[src/rtl/keyrep_pkg.sv]
package keyrep_pkg;
   // Outstanding load requests: one owed to a keystroke, one owed to the timer.
   typedef struct packed {
      logic key;
      logic tick;
   } keyrep_pend_t;

   function automatic int unsigned keyrep_cnt_w(input int unsigned period);
      return (period < 2) ? 1 : $clog2(period);
   endfunction
endpackage

[src/rtl/keyrep_arm.sv]
module keyrep_arm (
   input  logic clk,
   input  logic rst_n,
   input  logic strb_i,
   input  logic rpt_i,
   input  logic fire_i,
   output logic armed_o,
   output logic key_pend_o
);
   logic armed_q, key_pend_q;

   always_ff @(posedge clk) begin
      if (!rst_n) begin
         armed_q    <= 1'b0;
         key_pend_q <= 1'b0;
      end else if (strb_i) begin
         armed_q    <= 1'b1;
         key_pend_q <= 1'b1;
      end else begin
         if (fire_i) key_pend_q <= 1'b0;
         if (!rpt_i && !key_pend_q) armed_q <= 1'b0;
      end
   end

   assign armed_o    = armed_q;
   assign key_pend_o = key_pend_q;
endmodule

[src/rtl/keyrep_period_timer.sv]
module keyrep_period_timer #(
   parameter int unsigned PERIOD_CYC = 16,
   parameter int unsigned CNT_W      = 4
) (
   input  logic             clk,
   input  logic             rst_n,
   input  logic             run_i,
   input  logic             restart_i,
   output logic             tick_o,
   output logic [CNT_W-1:0] cnt_o
);
   generate
      if (PERIOD_CYC < 2) begin : g_every_cycle
         assign tick_o = run_i && !restart_i;
         assign cnt_o  = '0;
      end else begin : g_counter
         localparam logic [CNT_W-1:0] LAST = CNT_W'(PERIOD_CYC - 1);
         logic [CNT_W-1:0] cnt_q;
         logic             at_end;

         assign at_end = (cnt_q == LAST);
         assign tick_o = run_i && !restart_i && at_end;

         always_ff @(posedge clk) begin
            if (!rst_n || restart_i || !run_i) cnt_q <= '0;
            else if (at_end)                  cnt_q <= '0;
            else                              cnt_q <= cnt_q + 1'b1;
         end
         assign cnt_o = cnt_q;
      end
   endgenerate
endmodule

[src/rtl/keyrep_load_gate.sv]
module keyrep_load_gate (
   input  logic clk,
   input  logic rst_n,
   input  logic key_pend_i,
   input  logic tick_i,
   input  logic rpt_i,
   input  logic empty_i,
   output logic fire_o,
   output logic tick_pend_o,
   output logic load_o
);
   logic tick_pend_q, load_q;

   assign fire_o = (key_pend_i || tick_pend_q) && empty_i;

   always_ff @(posedge clk) begin
      if (!rst_n) begin
         tick_pend_q <= 1'b0;
         load_q      <= 1'b0;
      end else begin
         load_q <= fire_o;
         if (fire_o || !rpt_i) tick_pend_q <= 1'b0;
         else if (tick_i)      tick_pend_q <= 1'b1;
      end
   end

   assign tick_pend_o = tick_pend_q;
   assign load_o      = load_q;
endmodule

[src/rtl/keyrep_load_ctrl.sv]
module keyrep_load_ctrl #(
   parameter int unsigned PERIOD_CYC = 12_500_000
) (
   input  logic clk,
   input  logic rst_n,
   input  logic key_strobe_i,
   input  logic repeat_held_i,
   input  logic tx_empty_i,
   output logic load_o
);
   import keyrep_pkg::*;
   localparam int unsigned CNT_W = keyrep_cnt_w(PERIOD_CYC);

   generate
      if (PERIOD_CYC < 1) begin : g_bad_period
         $error("keyrep_load_ctrl: PERIOD_CYC must be at least 1");
      end
   endgenerate

   keyrep_pend_t     pend;
   logic             armed, fire, tick;
   logic [CNT_W-1:0] cnt;

   keyrep_arm u_arm (
      .clk        (clk),
      .rst_n      (rst_n),
      .strb_i     (key_strobe_i),
      .rpt_i      (repeat_held_i),
      .fire_i     (fire),
      .armed_o    (armed),
      .key_pend_o (pend.key)
   );

   keyrep_period_timer #(.PERIOD_CYC(PERIOD_CYC), .CNT_W(CNT_W)) u_timer (
      .clk       (clk),
      .rst_n     (rst_n),
      .run_i     (armed && repeat_held_i),
      .restart_i (key_strobe_i),
      .tick_o    (tick),
      .cnt_o     (cnt)
   );

   keyrep_load_gate u_gate (
      .clk         (clk),
      .rst_n       (rst_n),
      .key_pend_i  (pend.key),
      .tick_i      (tick),
      .rpt_i       (repeat_held_i),
      .empty_i     (tx_empty_i),
      .fire_o      (fire),
      .tick_pend_o (pend.tick),
      .load_o      (load_o)
   );
endmodule

[config.mk]
export PLATFORM = sky130hd
export DESIGN_NAME = keyrep_load_ctrl
export DESIGN_NICKNAME = d
export VERILOG_FILES = /design/src/rtl/keyrep_pkg.sv /design/src/rtl/keyrep_arm.sv /design/src/rtl/keyrep_period_timer.sv /design/src/rtl/keyrep_load_gate.sv /design/src/rtl/keyrep_load_ctrl.sv
export SDC_FILE = /design/constraint.sdc
export NUM_CORES = 1
export LEC_CHECK = 0
export ABC_CLOCK_PERIOD_IN_PS = 2400
export BUFFER_PORTS_ARGS = -buffer_cell sky130_fd_sc_hd__buf_2
export CORE_MARGIN = 1.5
export CORE_UTILIZATION = 60
export CTS_BUF_LIST = sky130_fd_sc_hd__clkbuf_4 sky130_fd_sc_hd__clkbuf_8
export CTS_CLUSTER_DIAMETER = 60
export DETAILED_ROUTE_END_ITERATION = 6
export PLACE_DENSITY = 0.78
export SYNTH_ARGS = -nofsm -noshare
export SYNTH_HDL_FRONTEND = slang
export SYNTH_HIERARCHICAL = 1
export SYNTH_SLANG_ARGS = --single-unit
[constraint.sdc]
create_clock -name clk -period 2.4 [get_ports clk]
set_input_delay 0.24 -clock clk [delete_from_list [all_inputs] [get_ports clk]]
set_output_delay 0.24 -clock clk [all_outputs]
set_load 0.05 [all_outputs]
==> results.md, run 1 <==
- CP Buf/Inv Count: 0
- Multi-input logic area: between 700 and 800 µm²
- LEAKAGE: about 0.42 nW
- Min cycle time layout: slightly below 2000 ps
- CP delay by family, top: simple AND/OR/NAND/NOR gates
- Post-synth cell types: 36
- Die Area: between 2000 and 2500 µm²
- Initial core utilization: 0.6528
- Placer congestion estimate: roughly 0.76
- CTS H-tree lvls: 1
- Antenna cells: 0
- Maximum clock insertion buffer count: 2
- Final Power: 0.7146 mW
- Sequential share of the synthesized area: 0.4246
- Max Clock Skew: 10.81 ps
- CP Launch Type: register
- Count of boundary I/O pins: 6
- Post-cts resize count: 0
- Synth Warn #: 6
- Req. time, crit path: around 2700 ps
- Via count: 1110
- Type of the worst setup path: register to register
- Clk sink count: 28
- Routed Antenna Nets: 0
- EDFF count, synth: 0
- Vias in the first global route: 1036
- Seq. cell area: 560.5 µm²
- WL per Instance: between 10 and 15 µm
- Max IR drop VDD: between 0.0003 and 0.0004 V
- Number of max-cap violations: 0
- Total Wirelength: ~2500 µm
- Tot GR Track Use: 0.2230
- Relative slew slack: 0.5251
- Status: completed
- Root Buffer: clkbuf_4
- Reg clk slew, reported paths: ~150 ps
- Die width: ~50 µm
- Initial antenna violation count: 0
- Reg-to-reg slack, setup: between 400 and 500 ps
- Post-CTS Setup Bufs: 0
- Largest net degree at the start of global routing: 16
- CP Depth: 5
- Fin crit share: 0.8237
- CTS tree: built
- Synth Cell Area: 1320 µm²
- Worst-path maximum fanout: 6
- # nets final: between 150 and 200
- Die height: 49.91 µm
- Min-delay worst type: input pin to register
- Fmax: between 500 and 600 MHz
- Ys async rst share: 0
- Worst Reg2Reg Path Length in Cells: 5
- Iter 0 DRT Violations: 34
- Crit end category: register
- Drt via density: around 6
- CP peak stage delay: slightly below 600 ps
- Core footprint: roughly 2000 µm²
- Hold Vio Cnt, Final: 0
- Yosys reg bits: 28
- Filler cells: approximately 170
- Cells after Synth: 150
- Row cnt: 16
- Share of cells above drive strength 1: 0.1338
- DPL Wire Length: 1854 µm
- Hold_buf cts: 0
- Mean Syn Cell Area: between 8 and 9 µm²
- Prevailing post-synth register cell: dfxtp_1
- Buffers on Ports: 5
- Clock Latency Late Sink: between 300 and 400 ps
- PD cells: slightly above 500 nW/µm²
- Remaining Overflow, GRT: 0
- Setup_tns: 0 ps
- Hold path cells: 2
- DRT Pass-1 Iters: 4
- CTS Buf Count: 3
- Critical Path Slowest Stage Cell: or4_4
- DRC Markers: 0
- Slew Viols, Final: 0
- Crit path cell chain: ha_1 > nand4_4 > or4_4 > or3_1 > a21oi_1
- RSZ-0062 raised after global routing: no
- Area Growth Syn to Fin: 7.014%
- Slew @ Worst Pin: 702.5 ps
- Syn nets: roughly 160
- Worst EP arrival: between 2000 and 2500 ps
- First-pass GRT wire length: 4312 µm
- Setup-failing EPs final: 0
-- registers in the layout, indices dropped and copies added (netlist names) --
| register | cells |
|---|---|
| u_gate/tick_pend_o | 1 |
| u_arm/key_pend_o | 1 |
| u_timer/cnt_o | 24 |
| u_arm/armed_o | 1 |
| u_gate/load_o | 1 |
-- cell type report --
| class | instances | share of cell area |
|---|---|---|
| Multi-Input combinational cell | 113 | 0.5120 |
| Sequential cell | 28 | 0.3968 |
| Timing Repair Buffer | 7 | 0.02834 |
| Clock buffer | 4 | 0.02569 |
| Tap cell | 27 | 0.02392 |
| Inverter | 5 | 0.01329 |
-- where the power goes --
part / leakage [nW] / internal (mW) / total [mW] / switching, mW
Combinational: 0.176 / 0.00751 / 0.0180 / 0.0105
Clock: 0.0210 / 0.0928 / 0.226 / 0.133
Sequential: 0.226 / 0.468 / 0.470 / 0.00203
-- synth_stat cells, drive strengths merged, types with 4 or more instances --
cell type	n	area share
a21oi	9	0.034
and4	4	0.028
dfxtp	28	0.42
inv	5	0.014
nand2	8	0.023
nand3	10	0.047
nand4	7	0.049
nor2	19	0.054
o21ai	8	0.030
or3	7	0.034
xnor2	8	0.053
xor2	5	0.033
-- stage by stage --
stage | util | hold WS, ps | area, µm² | std cells | setup slack [ps]
after detailed placement | 0.6807 | 483.5 | 1376 | 180 | 436.2
after global routing | 0.6986 | 150.7 | 1413 | 184 | 299.3
after CTS | 0.6986 | 149.2 | 1413 | 184 | 416.8
after global placement | 0.6807 | 462.7 | 1376 | 180 | 527.8
final | 0.6986 | 156.3 | 1413 | 184 | 423.0
after floorplan | - | 357.5 | 1320 | 150 | 576.6
-- final timing paths --
check                               startpoint                            end
hold reg to reg   u_timer/cnt_o[23]$_SDFF_PP0_   u_timer/cnt_o[23]$_SDFF_PP0_
hold / removal                           rst_n  u_arm/key_pend_o$_SDFFE_PN0P_
setup / recovery   u_timer/cnt_o[0]$_SDFF_PP0_   u_timer/cnt_o[22]$_SDFF_PP0_
setup reg to reg   u_timer/cnt_o[0]$_SDFF_PP0_   u_timer/cnt_o[22]$_SDFF_PP0_
-- routing by layer --
metal	GRT usage	wire length [µm]	up-vias
met1	0.2657	1193	523
met2	0.3933	1244	25
met5	0	0	-
met4	0.07407	13	0
li1	-	-	560
met3	0.04848	91	2
-- cell families (layout without fill, tap and decap cells) --
kind of cell	count (synthesis)	count (layout)	share of synthesized area
AOI/OAI and AO/OA	23	23	0.1005
and+or+nand+nor	76	76	0.3517
DFF	28	28	0.4246
adders and majority gates	1	1	0.009477
buffers and inverters	9	16	0.02749
xor gates and xnor gates	13	13	0.08626
-- cells in the final DEF (no fill, tap or decap), types with 6 or more instances in the layout --
| cell type | n |
|---|---|
| dfxtp_1 | 28 |
| nor2_1 | 19 |
| nand3_1 | 9 |
| a21oi_1 | 9 |
| o21ai_0 | 8 |
| nand2_1 | 8 |
| xnor2_1 | 8 |
| or3_1 | 6 |
No activity file was read; power rests on OpenSTA's default activity.
==> run 2: changes to the inputs <==
--- a/config.mk
+++ b/config.mk
@@ -5,14 +5,15 @@
 export SDC_FILE = /design/constraint.sdc
 export NUM_CORES = 1
 export LEC_CHECK = 0
-export ABC_CLOCK_PERIOD_IN_PS = 2400
+export ABC_AREA = 1
+export ABC_CLOCK_PERIOD_IN_PS = 1620
 export BUFFER_PORTS_ARGS = -buffer_cell sky130_fd_sc_hd__buf_2
 export CORE_MARGIN = 1.5
-export CORE_UTILIZATION = 60
+export CORE_UTILIZATION = 57
 export CTS_BUF_LIST = sky130_fd_sc_hd__clkbuf_4 sky130_fd_sc_hd__clkbuf_8
 export CTS_CLUSTER_DIAMETER = 60
 export DETAILED_ROUTE_END_ITERATION = 6
-export PLACE_DENSITY = 0.78
+export PLACE_DENSITY = 0.77
 export SYNTH_ARGS = -nofsm -noshare
 export SYNTH_HDL_FRONTEND = slang
 export SYNTH_HIERARCHICAL = 1
==> constraint.sdc (replaced) <==
create_clock -name clk -period 1.62 [get_ports clk]
set_input_delay 0.162 -clock clk [delete_from_list [all_inputs] [get_ports clk]]
set_output_delay 0.162 -clock clk [all_outputs]
set_load 0.05 [all_outputs]
==> results.md, run 2 <==
- Final instance area: 1619 µm² (+15%)
- Relative slew slack: 0.7698 (+0.2448)
- List of most frequent post-synthesis cells: nand2_1 (66), nor2_1 (42), inv_1 (32)
- DRC Markers: 0 (unchanged)
- CTS H-tree lvls: 1 (unchanged)
- Mean Syn Cell Area: 6.662 µm² (-24%)
- Crit path cell chain: ha_1 > nand3_1 > nor2_1 > nand3_2 > nor2_1 > inv_1 > nand2_1 > nand2_1 > nor2_2
- Initial antenna violation count: 0 (unchanged)
- Crit end category: register
- Row cnt: 18 (+2)
- Status: completed
- Cells after Synth: 231 (+54%)
- CP Buf/Inv Count: 1 (+1)
- Die width: 54.96 µm (+10%)
- Initial core utilization: 0.6101 (-0.04273)
- Slew Viols, Final: 0 (unchanged)
- Largest cells by area after synthesis: dfxtp_1 (36%), nand2_1 (16%), nor2_1 (10%)
- Total Wirelength: 2746 µm (+8.0%)
- Antenna cells: 0 (unchanged)
- Clock Latency Late Sink: 330 ps (about the same)
- CP delay by family, top: simple AND/OR/NAND/NOR gates
- First-pass GRT wire length: 4284 µm (-0.65%)
- Worst Reg2Reg Path Length in Cells: 9 (+4)
- Min-delay worst type: input pin to register
- RSZ-0062 raised after global routing: yes
- Setup_tns: 0 ps (unchanged)
- LEAKAGE: 0.5599 nW (+32%)
- Power share of the clock group: 0.317 (about the same)
- Hold_buf cts: 0 (unchanged)
- Buffers on Ports: 5 (unchanged)
- Maximum clock insertion buffer count: 2 (unchanged)
- Worst EP arrival: 1740 ps (-510 ps)
- Commonest non-fill, non-tap cell in the layout: nand2_1
- Net switching power: 0.2239 mW (+53%)
- Remaining Overflow, GRT: 0 (unchanged)
- Switching Fraction: 0.2100 (+0.005847)
- DP Worst Slack: 142.7 ps (-293.5 ps)
- PD cells: 658.6 nW/µm² (+30%)
- Prevailing post-synth register cell: dfxtp_1
- Hold path cells: 3 (+1)
- Worst Setup SP: u_timer/cnt_o[0]$_SDFF_PP0_
- CTS Buf Count: 3 (unchanged)
- Drt via density: 4.747 (-21%)
- Type of the worst setup path: register to register
- Root Buffer: clkbuf_4
- Clk sink count: 28 (unchanged)
- Via count: 1277 (+15%)
- Syn nets: 237 (+52%)
- CP peak stage delay: 390 ps (-190 ps)
- Critical Path Slowest Stage Cell: dfxtp_1
- DPL Wire Length: 2083 µm (+12%)
- Iter 0 DRT Violations: 40 (+18%)
- CP Launch Type: register
- Non-filler cells, final: 269 (+46%)
- Placer congestion estimate: 0.8147 (+6.5%)
- Core footprint: 2522 µm² (+25%)
- Fmax: 685.1 MHz (+35%)
- Final Power: 1.066 mW (+49%)
- Vias in the first global route: 997 (-3.8%)
- Fin crit share: 0.9011 (+0.07733)
- Sequential share of the synthesized area: 0.3642 (-0.06042)
- Ys async rst share: 0 (unchanged)
- Synth Cell Area: 1539 µm² (+17%)
- Power Internal: 0.8424 mW (+48%)
- Number of max-cap violations: 0 (unchanged)
- Post-DP Area: 1574 µm² (+14%)
- Max IR drop VDD: 0.0008654 V (+150%)
- Slew @ Worst Pin: 344.0 ps (-358.5 ps)
- Max FFs per register: 24 (unchanged)
- Most frequent cells in the layout: nand2_1 (66), nor2_1 (42), inv_1 (32)
- Area Growth Syn to Fin: 5.203%
- Reg clk slew, reported paths: 150 ps (about the same)
- Filler cells: 239 (+39%)
- Tot GR Track Use: 0.1991 (-0.02391)
- Min cycle time layout: 1460 ps (-517.2 ps)
- Yosys reg bits: 28 (unchanged)
- Cell Count Post-Placement: 265 (+47%)
- Hold path startpoint: rst_n
- Largest area contributor in the netlist: dfxtp_1
- Die Area: 3021 µm² (+21%)
- Share of cells above drive strength 1: 0.1381 (+0.004317)
- RR Startpoint: u_timer/cnt_o[0]$_SDFF_PP0_
- Worst-path maximum fanout: 3 (-3)
- Logic pwr share: 0.029 (+0.004)
- Routed Antenna Nets: 0 (unchanged)
- Yosys top cell area share: 0.3642 (-0.06042)
- Top-count cell post-synth: nand2_1
- WL per Instance: 10.21 µm (-26%)
- Req. time, crit path: 1900 ps (-770 ps)
- Hold Vio Cnt, Final: 0 (unchanged)
- # nets final: 246 (+50%)
- Post-synth cell types: 24 (-33%)
- Largest net degree at the start of global routing: 25 (+9)
- Seq pwr share: 0.654 (-0.004)
- CTS tree: built
- EDFF count, synth: 0 (unchanged)
- Setup WS post-layout: 160.3 ps (-262.8 ps)
- Synth Warn #: 6 (unchanged)
- Die height: 54.96 µm (+10%)
- Setup-failing EPs final: 0 (unchanged)
- Max Clock Skew: 6.161 ps (-4.650 ps)
- CP Depth: 9 (+4)
- Count of boundary I/O pins: 6 (unchanged)
- DRT Pass-1 Iters: 4 (unchanged)
run 2: cell types whose count changed after synthesis, sizes merged, moves of 6 or more:
| cell | previous run | this run |
|---|---|---|
| inv | 5 | 33 |
| nand2 | 8 | 70 |
| nor2 | 19 | 59 |
| o21ai | 8 | 2 |
| a21oi | 9 | 2 |
| or3 | 7 | 0 |
| xnor2 | 8 | 2 |
run 2: worst paths after layout:
kind / end / slack [ps]
setup / recovery: u_gate/tick_pend_o$_SDFFE_PP0P_ / 160
setup reg to reg: u_gate/tick_pend_o$_SDFFE_PP0P_ / 160
hold reg to reg: u_timer/cnt_o[0]$_SDFF_PP0_ / 470
hold / removal: u_gate/load_o$_SDFF_PN0_ / 80
run 2: final cells by class:
class | instances | area, µm² | area share
multi-input combinational | 168 | 828.3 | 0.5116
sequential | 28 | 560.5 | 0.3462
inverter | 33 | 123.9 | 0.07651
tap | 30 | 37.54 | 0.02318
clock buffer | 4 | 36.28 | 0.02241
timing repair buffer | 6 | 32.53 | 0.02009
run 2: worst reg2reg max path, cell delays in order (launching register included):
cell and delay [ps]:
dfxtp_1 390, ha_1 210, nand3_1 140, nor2_1 170, nand3_2 160, nor2_1 120, inv_1 50, nand2_1 50
nand2_1 50, nor2_2 60
run 2: per-layer routing:
metal	GRT usage	wire [µm]
met1	0.2843	1489
met2	0.3075	1169
met4	0.02439	13
met3	0.05645	74
met5	0	0
run 2: logic make-up (layout without fill, tap and decap cells):
family,count (synthesis),in the layout,share of synthesized area
AOI/OAI and AO/OA,9,9,0.03739
xor gates and xnor gates,9,9,0.05122
adders and majority gates,1,1,0.008129
buffers and inverters,35,43,0.1033
DFF,28,28,0.3642
and+or+nand+nor,149,149,0.4358
run 2: stage by stage:
step,hold slack (ps),utilization
2_1_floorplan,282.1,-
3_3_place_gp,431.6,0.6240
3_5_place_dp,433.9,0.6240
4_1_cts,71.58,0.6384
5_1_grt,72.29,0.6419
6_report,76.34,0.6419
run 2: power groups by stage:
stage / sequential (mW) / clock (mW) / combinational [mW]
global placement: 0.712 / 0 / 0.0307
floorplan: 0.714 / 0 / 0.0210
finish: 0.697 / 0.338 / 0.0313
detailed placement: 0.712 / 0 / 0.0308
global route: 0.698 / 0.370 / 0.0357
CTS: 0.697 / 0.347 / 0.0309
run 2: what timing repair did:
action                     4_1_cts  5_1_grt
gates resized for setup          0        1
setup endpoints to repair        0        4
buffers inserted                 0        0
==> run 3: changes to the inputs <==
--- a/config.mk
+++ b/config.mk
@@ -6,14 +6,15 @@
 export NUM_CORES = 1
 export LEC_CHECK = 0
 export ABC_AREA = 1
-export ABC_CLOCK_PERIOD_IN_PS = 1620
+export ABC_CLOCK_PERIOD_IN_PS = 1500
 export BUFFER_PORTS_ARGS = -buffer_cell sky130_fd_sc_hd__buf_2
+export CAP_MARGIN = 20
 export CORE_MARGIN = 1.5
-export CORE_UTILIZATION = 57
+export CORE_UTILIZATION = 60
 export CTS_BUF_LIST = sky130_fd_sc_hd__clkbuf_4 sky130_fd_sc_hd__clkbuf_8
 export CTS_CLUSTER_DIAMETER = 60
 export DETAILED_ROUTE_END_ITERATION = 6
-export PLACE_DENSITY = 0.77
+export PLACE_DENSITY = 0.78
 export SYNTH_ARGS = -nofsm -noshare
 export SYNTH_HDL_FRONTEND = slang
 export SYNTH_HIERARCHICAL = 1
==> constraint.sdc (replaced) <==
create_clock -name clk -period 1.5 [get_ports clk]
set_input_delay 0.15 -clock clk [delete_from_list [all_inputs] [get_ports clk]]
set_output_delay 0.15 -clock clk [all_outputs]
set_load 0.05 [all_outputs]
==> results.md, run 3 (same netlist as run 2, synthesis figures left out) <==
- Initial antenna violation count: 0 (unchanged)
- Worst-path maximum fanout: 3 (unchanged)
- Most frequent cells in the layout: nand2_1 (65), nor2_1 (38), inv_1 (32)
- Post-DP Area: 1597 µm² (+1.4%)
- Worst Reg2Reg Path Length in Cells: 9 (unchanged)
- Via count: 1294 (+1.3%)
- CP Launch Type: register
- # nets final: 249 (+1.2%)
- Fin crit share: 0.9376 (+0.03656)
- Tot GR Track Use: 0.2214 (+0.02228)
- Max Clock Skew: 6.460 ps (+0.2991 ps)
- Initial core utilization: 0.6269 (+0.01679)
- Die height: 53.65 µm (-2.4%)
- Worst EP arrival: 1700 ps (-40 ps)
- Status: completed
- PD cells: 701.3 nW/µm² (+6.5%)
- Setup WS post-layout: 93.56 ps (-66.71 ps)
- Worst Hold Path EP: u_gate/load_o$_SDFF_PN0_
- DRC Markers: 0 (unchanged)
- Reg2reg end: u_gate/tick_pend_o$_SDFFE_PP0P_
- Relative slew slack: 0.7764 (+0.006580)
- Root Buffer: clkbuf_4
- DPL Wire Length: 2117 µm (+1.7%)
- Placer congestion estimate: 0.8461 (+3.9%)
- Reg-to-reg slack, setup: 90 ps (-70 ps)
- Slew @ Worst Pin: 334.1 ps (-9.834 ps)
- Buffers on Ports: 5 (unchanged)
- DRT Pass-1 Iters: 4 (unchanged)
- RR Startpoint: u_timer/cnt_o[0]$_SDFF_PP0_
- Die width: 53.65 µm (-2.4%)
- Clk sink count: 28 (unchanged)
- Die Area: 2878 µm² (-4.7%)
- Vias in the first global route: 1193 (+20%)
- Multi-input logic area: 848.3 µm² (+2.4%)
- Reg clk slew, reported paths: 160 ps (about the same)
- Hold path cells: 3 (unchanged)
- LEAKAGE: 0.5760 nW (+2.9%)
- Area Growth Syn to Fin: 8.293%
- Antenna cells: 0 (unchanged)
- Drt via density: 4.757 (+0.21%)
- Count of boundary I/O pins: 6 (unchanged)
- CTS H-tree lvls: 1 (unchanged)
- Layout Utilization: 0.6789 (+0.03703)
- Routed Antenna Nets: 0 (unchanged)
- Min cycle time layout: 1406 ps (-53.29 ps)
- Remaining Overflow, GRT: 0 (unchanged)
- Iter 0 DRT Violations: 11 (-73%)
- Hold Vio Cnt, Final: 0 (unchanged)
- Req. time, crit path: 1790 ps (-110 ps)
- Max FFs per register: 24 (unchanged)
- Maximum clock insertion buffer count: 2 (unchanged)
- Hold path startpoint: rst_n
- CTS Buf Count: 3 (unchanged)
- Crit end category: register
- Slew Viols, Final: 0 (unchanged)
- DP Worst Slack: 21.88 ps (-120.9 ps)
- WL per Instance: 10.32 µm (+1.1%)
- Setup-failing EPs final: 0 (unchanged)
- Commonest non-fill, non-tap cell in the layout: nand2_1
- Max IR drop VDD: 0.0006780 V (-22%)
- First-pass GRT wire length: 4650 µm (+8.5%)
- Row cnt: 18 (unchanged)
- Type of the worst setup path: register to register
- Filler cells: 250 (+4.6%)
- Post-CTS Setup Bufs: 0 (unchanged)
- Core footprint: 2455 µm² (-2.7%)
- Min-delay worst type: input pin to register
- Clock Latency Late Sink: 340 ps (about the same)
- Seq. cell area: 565.5 µm² (+0.89%)
- Final instance area: 1667 µm² (+2.9%)
- Fmax: 711.0 MHz (+3.8%)
- Largest net degree at the start of global routing: 25 (unchanged)
- Number of max-cap violations: 0 (unchanged)
- CTS tree: built
- Total Wirelength: 2808 µm (+2.3%)
- Share of cells above drive strength 1: 0.1942 (+0.05614)
-- run 3: cell count changes in the layout (fill, tap and decap cells not counted), sizes merged --
cell	change
buf	+3
-- run 3: where the power goes --
part | total, mW | switching (mW) | internal, mW
clock network | 0.382 | 0.233 | 0.149
registers | 0.753 | 0.00338 | 0.750
logic | 0.0342 | 0.0223 | 0.0119
-- run 3: what timing repair did --
item | CTS | global route
hold buffers | 0 | 0
resized for setup | 0 | 12
endpoints found under the setup margin | 0 | 25
-- run 3: final cells by class --
class,count,share of cell area
Timing Repair Buffer,9,0.03303
Clock buffer,4,0.02177
Tap cell,30,0.02252
Inverter,33,0.07432
Multi-Input combinational cell,168,0.5090
Sequential cell,28,0.3393
-- run 3: layer usage --
| metal | wire (µm) | up-vias | track usage | part of all wire |
|---|---|---|---|---|
| met5 | 0 | - | 0 | 0 |
| met3 | 43 | 7 | 0.03333 | 0.015 |
| met2 | 1294 | 9 | 0.3807 | 0.46 |
| met4 | 59 | 0 | 0.09829 | 0.021 |
| li1 | - | 722 | - | - |
| met1 | 1411 | 556 | 0.2723 | 0.50 |
-- run 3: metrics by stage --
step           power, mW  instances  setup TNS [ps]  hold slack, ps
6_report           1.169        272               0           54.95
5_1_grt            1.209        272          -48.26           47.62
4_1_cts            1.175        272               0           51.35
3_5_place_dp      0.8022        268               0           424.7
3_3_place_gp      0.8015        268               0           422.3
2_1_floorplan     0.7943        231               0           270.1
-- run 3: worst max-delay path by stage --
stage                                      from                               to  cells after the start
finish              u_timer/cnt_o[0]$_SDFF_PP0_  u_gate/tick_pend_o$_SDFFE_PP0P_                      9
global route        u_timer/cnt_o[0]$_SDFF_PP0_  u_gate/tick_pend_o$_SDFFE_PP0P_                      9
CTS                 u_timer/cnt_o[0]$_SDFF_PP0_     u_timer/cnt_o[21]$_SDFF_PP0_                      6
detailed placement  u_timer/cnt_o[0]$_SDFF_PP0_     u_timer/cnt_o[21]$_SDFF_PP0_                      6
global placement    u_timer/cnt_o[0]$_SDFF_PP0_     u_timer/cnt_o[17]$_SDFF_PP0_                      6
floorplan           u_timer/cnt_o[0]$_SDFF_PP0_      u_timer/cnt_o[3]$_SDFF_PP0_                      7
-- run 3: critical path: stages (launching register included) --
cell and delay, ps:
dfxtp_2 380, ha_2 210, nand3_2 120, nor2_2 140, nand3_2 160, nor2_2 140, inv_1 50, nand2_1 50
nand2_1 50, nor2_2 60
